`src/rtl/gpa_pkg.sv`:
```
`timescale 1ns/1ps
package gpa_pkg;

    localparam int PRIO_W  = 4;
    localparam int ID_W    = 5;
    localparam int GRP_W   = 3;
    localparam logic [15:0] CTRL_KEY = 16'h05FA;
    localparam logic [GRP_W-1:0] GRP_MAX = 3'd4;

    typedef enum logic [1:0] {
        WR_SET_EN = 2'd0,
        WR_CLR_EN = 2'd1,
        WR_PRIO   = 2'd2,
        WR_CTRL   = 2'd3
    } wr_sel_e;

    typedef struct packed {
        logic              vld;
        logic [PRIO_W-1:0] prio;
        logic [ID_W-1:0]   id;
    } cand_t;

    // preemption level: the top 'grp' bits of the urgency value
    function automatic logic [PRIO_W-1:0] pre_of(logic [PRIO_W-1:0] p,
                                                 logic [GRP_W-1:0] grp);
        return p >> (GRP_MAX - grp);
    endfunction

    function automatic logic [GRP_W-1:0] grp_sat(logic [GRP_W-1:0] g);
        return (g > GRP_MAX) ? GRP_MAX : g;
    endfunction

    // left operand always carries the lower line numbers, so ties go left
    function automatic cand_t pick(cand_t a, cand_t b);
        if (a.vld && (!b.vld || a.prio <= b.prio))
            return a;
        return b;
    endfunction

endpackage

```
`src/rtl/gpa_regs.sv`:
```
`timescale 1ns/1ps
module gpa_regs
    import gpa_pkg::*;
#(
    parameter int LINES = 32
) (
    input  logic                          clk,
    input  logic                          rst,
    input  logic                          wr_en,
    input  logic [1:0]                    wr_sel,
    input  logic [ID_W-1:0]               wr_idx,
    input  logic [31:0]                   wr_data,
    output logic [LINES-1:0]              en_o,
    output logic [LINES-1:0][PRIO_W-1:0]  prio_o,
    output logic [GRP_W-1:0]              grp_o
);

    wr_sel_e             sel;
    logic                key_ok;
    logic [LINES-1:0]    mask;
    logic [LINES-1:0]    en_q;
    logic [GRP_W-1:0]    grp_q;

    assign sel    = wr_sel_e'(wr_sel);
    assign key_ok = (wr_data[31:16] == CTRL_KEY);
    assign mask   = wr_data[LINES-1:0];

    always_ff @(posedge clk) begin
        if (rst) begin
            en_q  <= '0;
            grp_q <= '0;
        end else if (wr_en) begin
            case (sel)
                WR_SET_EN: en_q <= en_q | mask;
                WR_CLR_EN: en_q <= en_q & ~mask;
                WR_CTRL:   if (key_ok) grp_q <= grp_sat(wr_data[10:8]);
                default:   ;
            endcase
        end
    end

    generate
        for (genvar i = 0; i < LINES; i++) begin : g_prio
            logic [PRIO_W-1:0] prio_q;
            always_ff @(posedge clk) begin
                if (rst)
                    prio_q <= '0;
                else if (wr_en && sel == WR_PRIO && wr_idx == ID_W'(i))
                    prio_q <= wr_data[7:4];
            end
            assign prio_o[i] = prio_q;
        end
    endgenerate

    assign en_o  = en_q;
    assign grp_o = grp_q;


    bad_key_chk: assert property (@(posedge clk) disable iff (rst)
        (wr_en && sel == WR_CTRL && !key_ok) |=> $stable(grp_o));


    set_en_chk: assert property (@(posedge clk) disable iff (rst)
        (wr_en && sel == WR_SET_EN) |=> ((en_o & $past(mask)) == $past(mask)));


    clr_en_chk: assert property (@(posedge clk) disable iff (rst)
        (wr_en && sel == WR_CLR_EN) |=> ((en_o & $past(mask)) == '0));

endmodule

```
`src/rtl/gpa_select.sv`:
```
`timescale 1ns/1ps
module gpa_select
    import gpa_pkg::*;
#(
    parameter int LINES = 32
) (
    input  logic                          clk,
    input  logic                          rst,
    input  logic [LINES-1:0]              pend_i,
    input  logic [LINES-1:0]              en_i,
    input  logic [LINES-1:0][PRIO_W-1:0]  prio_i,
    output cand_t                         win_o
);

    localparam int LVLS = (LINES > 1) ? $clog2(LINES) : 1;
    localparam int PAD  = 1 << LVLS;

    // heap-ordered tree: node k merges nodes 2k and 2k+1, leaves at PAD+i
    cand_t node [2*PAD];

    assign node[0] = '0;

    generate
        for (genvar i = 0; i < PAD; i++) begin : g_leaf
            if (i < LINES) begin : g_real
                assign node[PAD+i] = '{vld:  pend_i[i] & en_i[i],
                                       prio: prio_i[i],
                                       id:   ID_W'(i)};
            end else begin : g_pad
                assign node[PAD+i] = '0;
            end
        end
        for (genvar k = 1; k < PAD; k++) begin : g_node
            assign node[k] = pick(node[2*k], node[2*k+1]);
        end
    endgenerate

    assign win_o = node[1];


    win_legal_chk: assert property (@(posedge clk) disable iff (rst)
        win_o.vld |-> (pend_i[win_o.id] && en_i[win_o.id]));


    win_exists_chk: assert property (@(posedge clk) disable iff (rst)
        !win_o.vld |-> ((pend_i & en_i) == '0));

endmodule

```
`src/rtl/gpa_nest.sv`:
```
`timescale 1ns/1ps
module gpa_nest
    import gpa_pkg::*;
#(
    parameter int DEPTH   = 16,
    parameter int DEPTH_W = $clog2(DEPTH + 1)
) (
    input  logic                 clk,
    input  logic                 rst,
    input  logic                 win_vld_i,
    input  logic [PRIO_W-1:0]    win_prio_i,
    input  logic [GRP_W-1:0]     grp_i,
    input  logic                 ack_i,
    input  logic                 done_i,
    output logic                 take_o,
    output logic [DEPTH_W-1:0]   depth_o,
    output logic [PRIO_W-1:0]    act_prio_o
);

    localparam int IDX_W = (DEPTH > 1) ? $clog2(DEPTH) : 1;

    logic [PRIO_W-1:0]  stk [DEPTH];
    logic [DEPTH_W-1:0] depth_q;
    logic [IDX_W-1:0]   top_idx;
    logic [IDX_W-1:0]   push_idx;
    logic [PRIO_W-1:0]  top_prio;
    logic               idle;
    logic               full;
    logic               push;
    logic               pop;

    assign idle     = (depth_q == '0);
    assign full     = (depth_q == DEPTH_W'(DEPTH));
    assign top_idx  = IDX_W'(depth_q - 1'b1);
    assign push_idx = IDX_W'(depth_q);
    assign top_prio = idle ? '0 : stk[top_idx];

    assign take_o = win_vld_i &&
                    (idle || (pre_of(win_prio_i, grp_i) < pre_of(top_prio, grp_i)));

    assign pop  = done_i && !idle;
    assign push = ack_i && take_o && !done_i && !full;

    always_ff @(posedge clk) begin
        if (rst) begin
            depth_q <= '0;
            for (int i = 0; i < DEPTH; i++) stk[i] <= '0;
        end else if (pop) begin
            depth_q <= depth_q - 1'b1;
        end else if (push) begin
            stk[push_idx] <= win_prio_i;
            depth_q       <= depth_q + 1'b1;
        end
    end

    assign depth_o    = depth_q;
    assign act_prio_o = top_prio;


    depth_cap_chk: assert property (@(posedge clk) disable iff (rst)
        depth_o <= DEPTH_W'(DEPTH));


    push_level_chk: assert property (@(posedge clk) disable iff (rst)
        (ack_i && take_o && !done_i && depth_o != DEPTH_W'(DEPTH))
        |=> (depth_o == $past(depth_o) + 1'b1) && (act_prio_o == $past(win_prio_i)));


    pop_step_chk: assert property (@(posedge clk) disable iff (rst)
        (done_i && depth_o != '0) |=> (depth_o == $past(depth_o) - 1'b1));


    idle_done_chk: assert property (@(posedge clk) disable iff (rst)
        (done_i && depth_o == '0) |=> (depth_o == '0));

endmodule

```
`src/rtl/gpa_ctrl.sv`:
```
`timescale 1ns/1ps
module gpa_ctrl
    import gpa_pkg::*;
#(
    parameter int LINES   = 32,
    parameter int DEPTH   = 16,
    parameter int DEPTH_W = $clog2(DEPTH + 1)
) (
    input  logic                clk,
    input  logic                rst,
    input  logic                wr_en,
    input  logic [1:0]          wr_sel,
    input  logic [4:0]          wr_idx,
    input  logic [31:0]         wr_data,
    input  logic [LINES-1:0]    pend_i,
    input  logic                ack_i,
    input  logic                done_i,
    output logic                win_vld_o,
    output logic [4:0]          win_id_o,
    output logic                take_o,
    output logic [DEPTH_W-1:0]  depth_o,
    output logic [3:0]          act_prio_o
);

    logic [LINES-1:0]              en;
    logic [LINES-1:0][PRIO_W-1:0]  prio;
    logic [GRP_W-1:0]              grp;
    cand_t                         win;

    gpa_regs #(.LINES(LINES)) u_regs (
        .clk     (clk),
        .rst     (rst),
        .wr_en   (wr_en),
        .wr_sel  (wr_sel),
        .wr_idx  (wr_idx),
        .wr_data (wr_data),
        .en_o    (en),
        .prio_o  (prio),
        .grp_o   (grp)
    );

    gpa_select #(.LINES(LINES)) u_select (
        .clk    (clk),
        .rst    (rst),
        .pend_i (pend_i),
        .en_i   (en),
        .prio_i (prio),
        .win_o  (win)
    );

    gpa_nest #(.DEPTH(DEPTH), .DEPTH_W(DEPTH_W)) u_nest (
        .clk        (clk),
        .rst        (rst),
        .win_vld_i  (win.vld),
        .win_prio_i (win.prio),
        .grp_i      (grp),
        .ack_i      (ack_i),
        .done_i     (done_i),
        .take_o     (take_o),
        .depth_o    (depth_o),
        .act_prio_o (act_prio_o)
    );

    assign win_vld_o = win.vld;
    assign win_id_o  = win.id;


    flat_group_chk: assert property (@(posedge clk) disable iff (rst)
        (grp == '0 && depth_o != '0) |-> !take_o);


    idle_take_chk: assert property (@(posedge clk) disable iff (rst)
        (depth_o == '0 && win_vld_o) |-> take_o);

endmodule

```
`config.mk`:
```
export PLATFORM = sky130hd
export DESIGN_NAME = gpa_ctrl
export DESIGN_NICKNAME = d
export VERILOG_FILES = /design/src/rtl/gpa_pkg.sv /design/src/rtl/gpa_regs.sv /design/src/rtl/gpa_select.sv /design/src/rtl/gpa_nest.sv /design/src/rtl/gpa_ctrl.sv
export SDC_FILE = /design/constraint.sdc
export NUM_CORES = 1
export LEC_CHECK = 0
export ABC_AREA = 0
export BUFFER_PORTS_ARGS = -buffer_cell sky130_fd_sc_hd__buf_2
export CAP_MARGIN = 20
export CORE_MARGIN = 2
export CORE_UTILIZATION = 58
export CTS_BUF_LIST = sky130_fd_sc_hd__clkbuf_8
export CTS_CLUSTER_SIZE = 40
export DETAILED_ROUTE_END_ITERATION = 12
export PLACE_DENSITY = 0.8
export SLEW_MARGIN = 15
export SYNTH_ARGS = -nofsm -noshare
export SYNTH_HDL_FRONTEND = slang
export SYNTH_SLANG_ARGS = --single-unit
```
`constraint.sdc`:
```
create_clock -name clk -period 10.4 [get_ports clk]
set_clock_uncertainty 0.15 [all_clocks]
set_input_delay 0 -clock clk [delete_from_list [all_inputs] [get_ports clk]]
set_output_delay 0 -clock clk [all_outputs]
set_load 0.05 [all_outputs]
```
# Yosys cells after proc, flatten, opt, wreduce, memory -nomap -nowiden

Memory sizes are Yosys's and may differ from the RTL's.
Index checks and enable logic that the tools add are counted.

Register bits after elaboration: 168
RAM bits: 64
Bits of input ports: 76
Output and inout bits: 16
Logic and storage cells: 395
Memories kept: 1

Add/sub/neg operators: 3
$lt $le $gt $ge: 33
Equality and inequality tests: 36
Shifts and indexed selects: 2
Multiplexer cells: 107
Bitwise logic cells: 35
Reduce and logical (&&, ||, !) cells: 143

Memory list:

| memory     | words | bits a word | read ports | clocked after Yosys merged registers in | write ports | RTL line       | source |
|---|---|---|---|---|---|---|---|
| u_nest.stk | 16    | 4           | 1          | 0                                       | 16          | gpa_nest.sv:22 | `logic [PRIO_W-1:0] stk [DEPTH];` |

Operators with widths:

| operator                                         | number |
|---|---|
| 2-to-1 mux 10 bit                                | 62 |
| <= comparator 4 bit                              | 31 |
| == test 5 bit, second input constant             | 17 |
| logical AND 1 bit                                | 69 |
| one-hot mux 32 bit (2 select lines)              | 1 |
| == test 5 x 4 -> 1 bit, second input constant    | 8 |
| 2-to-1 mux 1 bit                                 | 38 |
| zero test 1 bit                                  | 34 |
| bitwise AND 1 bit                                | 32 |
| bitwise AND 32 bit                               | 1 |
| logical OR 1 bit                                 | 32 |
| NOT 32 bit                                       | 1 |
| OR 32 bit                                        | 1 |
| == test 5 x 3 -> 1 bit, second input constant    | 4 |
| == test 16 x 11 -> 1 bit, second input constant  | 1 |
| 2-to-1 mux 4 bit                                 | 3 |
| == test 5 x 2 -> 1 bit, second input constant    | 2 |
| zero test 5 bit                                  | 2 |
| 2-to-1 mux 5 bit                                 | 2 |
| >> shifter 4 x 3 -> 4 bit                        | 2 |
| adder 5 x 1 -> 5 bit, second input constant      | 1 |
| == test 5 x 1 -> 1 bit, second input constant    | 1 |
| subtractor 5 x 1 -> 5 bit, second input constant | 1 |
| == test 2 bit, second input constant             | 2 |
| other kinds (10)                                 | 11 |

# Depth between registers and ports, before layout

Depth after elaboration: 39
Gate-level depth with buffers: 53
Depth with buffers taken out: 51

# By module

From an unflattened synthesis, not the netlist that was laid out.

Cells, all modules: 1681
Area, all modules: 15720.1 µm²

By module, submodules not included:

| module     | instances | cells an instance | area an instance (µm²) | sequential area each (µm²) |
|---|---|---|---|---|
| gpa_regs   | 1         | 603               | 6190.9                 | 3263.1 |
| gpa_select | 1         | 723               | 5630.4                 | 0.0 |
| gpa_nest   | 1         | 355               | 3898.7                 | 2021.9 |

# Worst setup path before layout

OpenSTA, ideal clock, no wires.

Path kind: reg2reg
Start: reg u_regs.g_prio[29].prio_q[1]
End: mem u_nest.stk[8][0] (enable)
Library setup time: 0.361 ns
Arrival: 9.680 ns
Required time: 9.889 ns
Slack: 0.209 ns
Cell stages (with the launch flop): 47
Path buffers: 2
Period minus slack after synthesis: 10.191 ns
Cell sequence: dfxtp_1 > inv_1 > ha_1 > nor2b_1 > o211ai_1 > a21oi_1 > mux2_2 > ha_1 > a41oi_1 > o21ai_0 > nand2b_1 > clkbuf_1 > mux2_2 > ha_1 > a21oi_1 > o21ai_0 > a31oi_1 > o211ai_1 > (+11 left out) > o21a_1 > o21a_1 > o211a_2 > nor2_2 > inv_1 > mux2i_1 > nor2b_1 > a211o_1 > a21boi_0 > ha_1 > a21oi_1 > nor2b_1 > o21ai_0 > and2_1 > o2111ai_1 > a311oi_4 > nand2_2 > o21ai_0

RTL lines:

| item                     | RTL line       | source |
|---|---|---|
| start: declaration       | gpa_regs.sv:44 | `logic [PRIO_W-1:0] prio_q;` |
| start signal: assignment | gpa_regs.sv:49 | `prio_q <= wr_data[7:4];` |
| end: declaration         | gpa_nest.sv:22 |  |

==> metrics.txt <==
clock transition at the registers of the reported paths=0.06 ns; die area=27700 sq um; top cells by area, synth=dfxtp_1, edfxtp_1, ha_1; GRT overflow=0; FMAX=97.3 MHz; Synth cell types=70; register bit total from synthesis=232; total power=2700 uW; outcome=finished clean; period utilization=98.9%; Worst-Margin Slew=1.07 ns; leakage power=0.00746 uW; Seq/Total Area, Yosys=34.6%; slew margin rel.=27.8%; Max Root-Sink Buffers=3; Req. time, crit path=10.53 ns; P per Cell Area=147 nW/um^2; clk_lat worst skew=0.56 ns; Final setup viols=0; Ys Warns=0; ANT nets after route=0; Crit path top cell by count=ha_1; average wire per standard cell=19.6 microns; core region area=26000 sq um; Design Area, Final=18300 sq um; min-delay worst type=in -> reg; Yosys top cell area share=22.0%; CTS buffer count=40; Worst Path Max Fanout=7; number of synthesized flops with an enable pin=64; clock sink total=232; layout cell share with drive strength beyond 1=20.3%; placed wire-length estimate=30.8 mm; Synth Flop Type=dfxtp_1; ant diodes=0; CP max stage delay=0.40 ns; Syn Nets=1931; critical path startpoint category=flip-flop; Hold Vio Cnt, Final=0; critical path arrival=10.41 ns; crit path kind=reg -> reg; Slew Limit Fails=0; Buf/Inv on CP=5; CTS tree=built; Syn-to-layout area delta=19.9%; Synth Cell Area=15300 sq um; fraction of registers with async set/reset=0%; slowest cell on the critical path=a311oi_4; routed wire length=44.5 mm; Final Instance Count excl. Fillers=2271; worst vdd ir=0.434 mV; initial antenna violation count=0; global-route wire length before repair=69.0 mm; width of the chip=166 microns; All-Layer GR Usage=30.3%; CTS root buf=clkbuf_8; Starting DRT DRC Count=1185; leading area contributor after synthesis=dfxtp_1; post-route worst setup slack=0.119 ns; Final Critical Period=10.28 ns; Nets=2116; syn avg cell area=8.88 sq um; placed cell areas=16200 sq um; Fillers=1897; drt pass-1 iters=6; htree depth=2; Port Buffers=91; Placer Congestion=0.950; Hold Slack=0.0650 ns; Mapped Cells=1722; vias in the first global route=13700; routed vias/inst=6.22; DP Worst Slack=-0.103 ns; row cnt=59; Via Count=14100; Die H=166 microns; max-cap viol count=0; Ports=92; Initial Util=58.9%; Remaining DRCs=0; pin count of the biggest net entering global routing=98; placed cell count=2105; Top delay family on crit path=compound AO/OA/AOI/OAI gates; Crit. End Element=flip-flop
==> final cells by class <==
class | count | area [sq um] | share of cell area, %
Clock inverter | 27 | 153 | 0.832
Clock buffer | 44 | 606 | 3.30
Multi-Input combinational cell | 1272 | 9720 | 53.0
Timing Repair Buffer | 229 | 1660 | 9.06
Tap cell | 335 | 419 | 2.29
Inverter | 132 | 495 | 2.70
Sequential cell | 232 | 5290 | 28.8
==> cell usage in the layout, fill, tap and decap left out, types with 44 or more instances in the layout <==
cell             n
nor2_1         173
dfxtp_1        168
inv_1          142
ha_1           132
mux2i_1        126
nand2_1        124
a21oi_1        111
buf_2           90
buf_4           74
edfxtp_1        64
dlygate4sd3_1   61
nand3_1         58
clkbuf_8        44
==> power by group <==
| group | total, uW | switching (uW) | leakage (uW) | internal [uW] |
|---|---|---|---|---|
| registers | 981 | 28.3 | 0.00202 | 953 |
| clock network | 801 | 384 | 0.000439 | 417 |
| logic | 919 | 621 | 0.00500 | 298 |
==> Yosys cell counts, drive strengths merged, types with 29 or more instances <==
| master | instances |
|---|---|
| a21oi | 122 |
| a311oi | 33 |
| and3 | 29 |
| clkbuf | 68 |
| dfxtp | 168 |
| edfxtp | 64 |
| ha | 133 |
| inv | 131 |
| mux2 | 40 |
| mux2i | 146 |
| nand2 | 129 |
| nand3 | 59 |
| nor2 | 182 |
| nor2b | 36 |
| o211ai | 35 |
| o21ai | 51 |
==> worst reg2reg max path: cells and delay by family (launching register included) <==
family | cells | cell delay (ns)
buffers and inverters | 5 | 0.63
AO/OA/AOI/OAI | 23 | 4.58
adder cells (fa/ha/maj) | 6 | 1.79
multiplexers | 2 | 0.66
AND/OR/NAND/NOR | 11 | 1.80
flip-flops | 1 | 0.38
==> per-stage QoR <==
| step | setup TNS [ns] | util [%] |
|---|---|---|
| CTS | -1.74 | 67.5 |
| global placement | 0 | 62.2 |
| detailed placement | -1.88 | 62.2 |
| finish | 0 | 70.6 |
| floorplan | 0 | - |
| global route | -13.34 | 70.6 |
==> layer usage <==
| layer | part of all wire, % | track usage, % |
|---|---|---|
| met5 | 0 | 0 |
| met4 | 4.0 | 13.1 |
| met3 | 7.0 | 5.00 |
| met2 | 48 | 51.5 |
| met1 | 41 | 38.1 |
==> logic make-up (layout without fill, tap and decap cells) <==
family	Yosys count	in the layout	synth area share, %
adders and majority gates	133	133	10.9
buffers and inverters	218	432	5.46
muxes	202	202	14.9
DFF	232	232	34.6
and+or+nand+nor	553	553	17.3
xor gates and xnor gates	5	5	0.286
AOI/OAI and AO/OA	379	379	16.6
==> worst paths after layout <==
check,end,slack [ns],cells past startpoint,start
max,u_nest.stk[10][1]$_SDFFCE_PN0P_,0.12,47,u_regs.g_prio[1].prio_q[1]$_SDFFE_PP0P_
min,flip-flop,0.06,3,wr_data[14]
max reg2reg,u_nest.stk[10][1]$_SDFFCE_PN0P_,0.12,47,u_regs.g_prio[1].prio_q[1]$_SDFFE_PP0P_
min reg2reg,u_regs.g_prio[10].prio_q[0]$_SDFFE_PP0P_,0.31,2,u_regs.g_prio[10].prio_q[0]$_SDFFE_PP0P_
==> repair_timing <==
action / in CTS / in global routing
hold endpoints to repair: 120 / 0
gates resized for setup: 3 / 131
endpoints found under the setup margin: 28 / 134
setup buffers: 0 / 34
pin swaps: 0 / 23
hold buffers: 61 / 0
(Power assumes the default switching activity.)
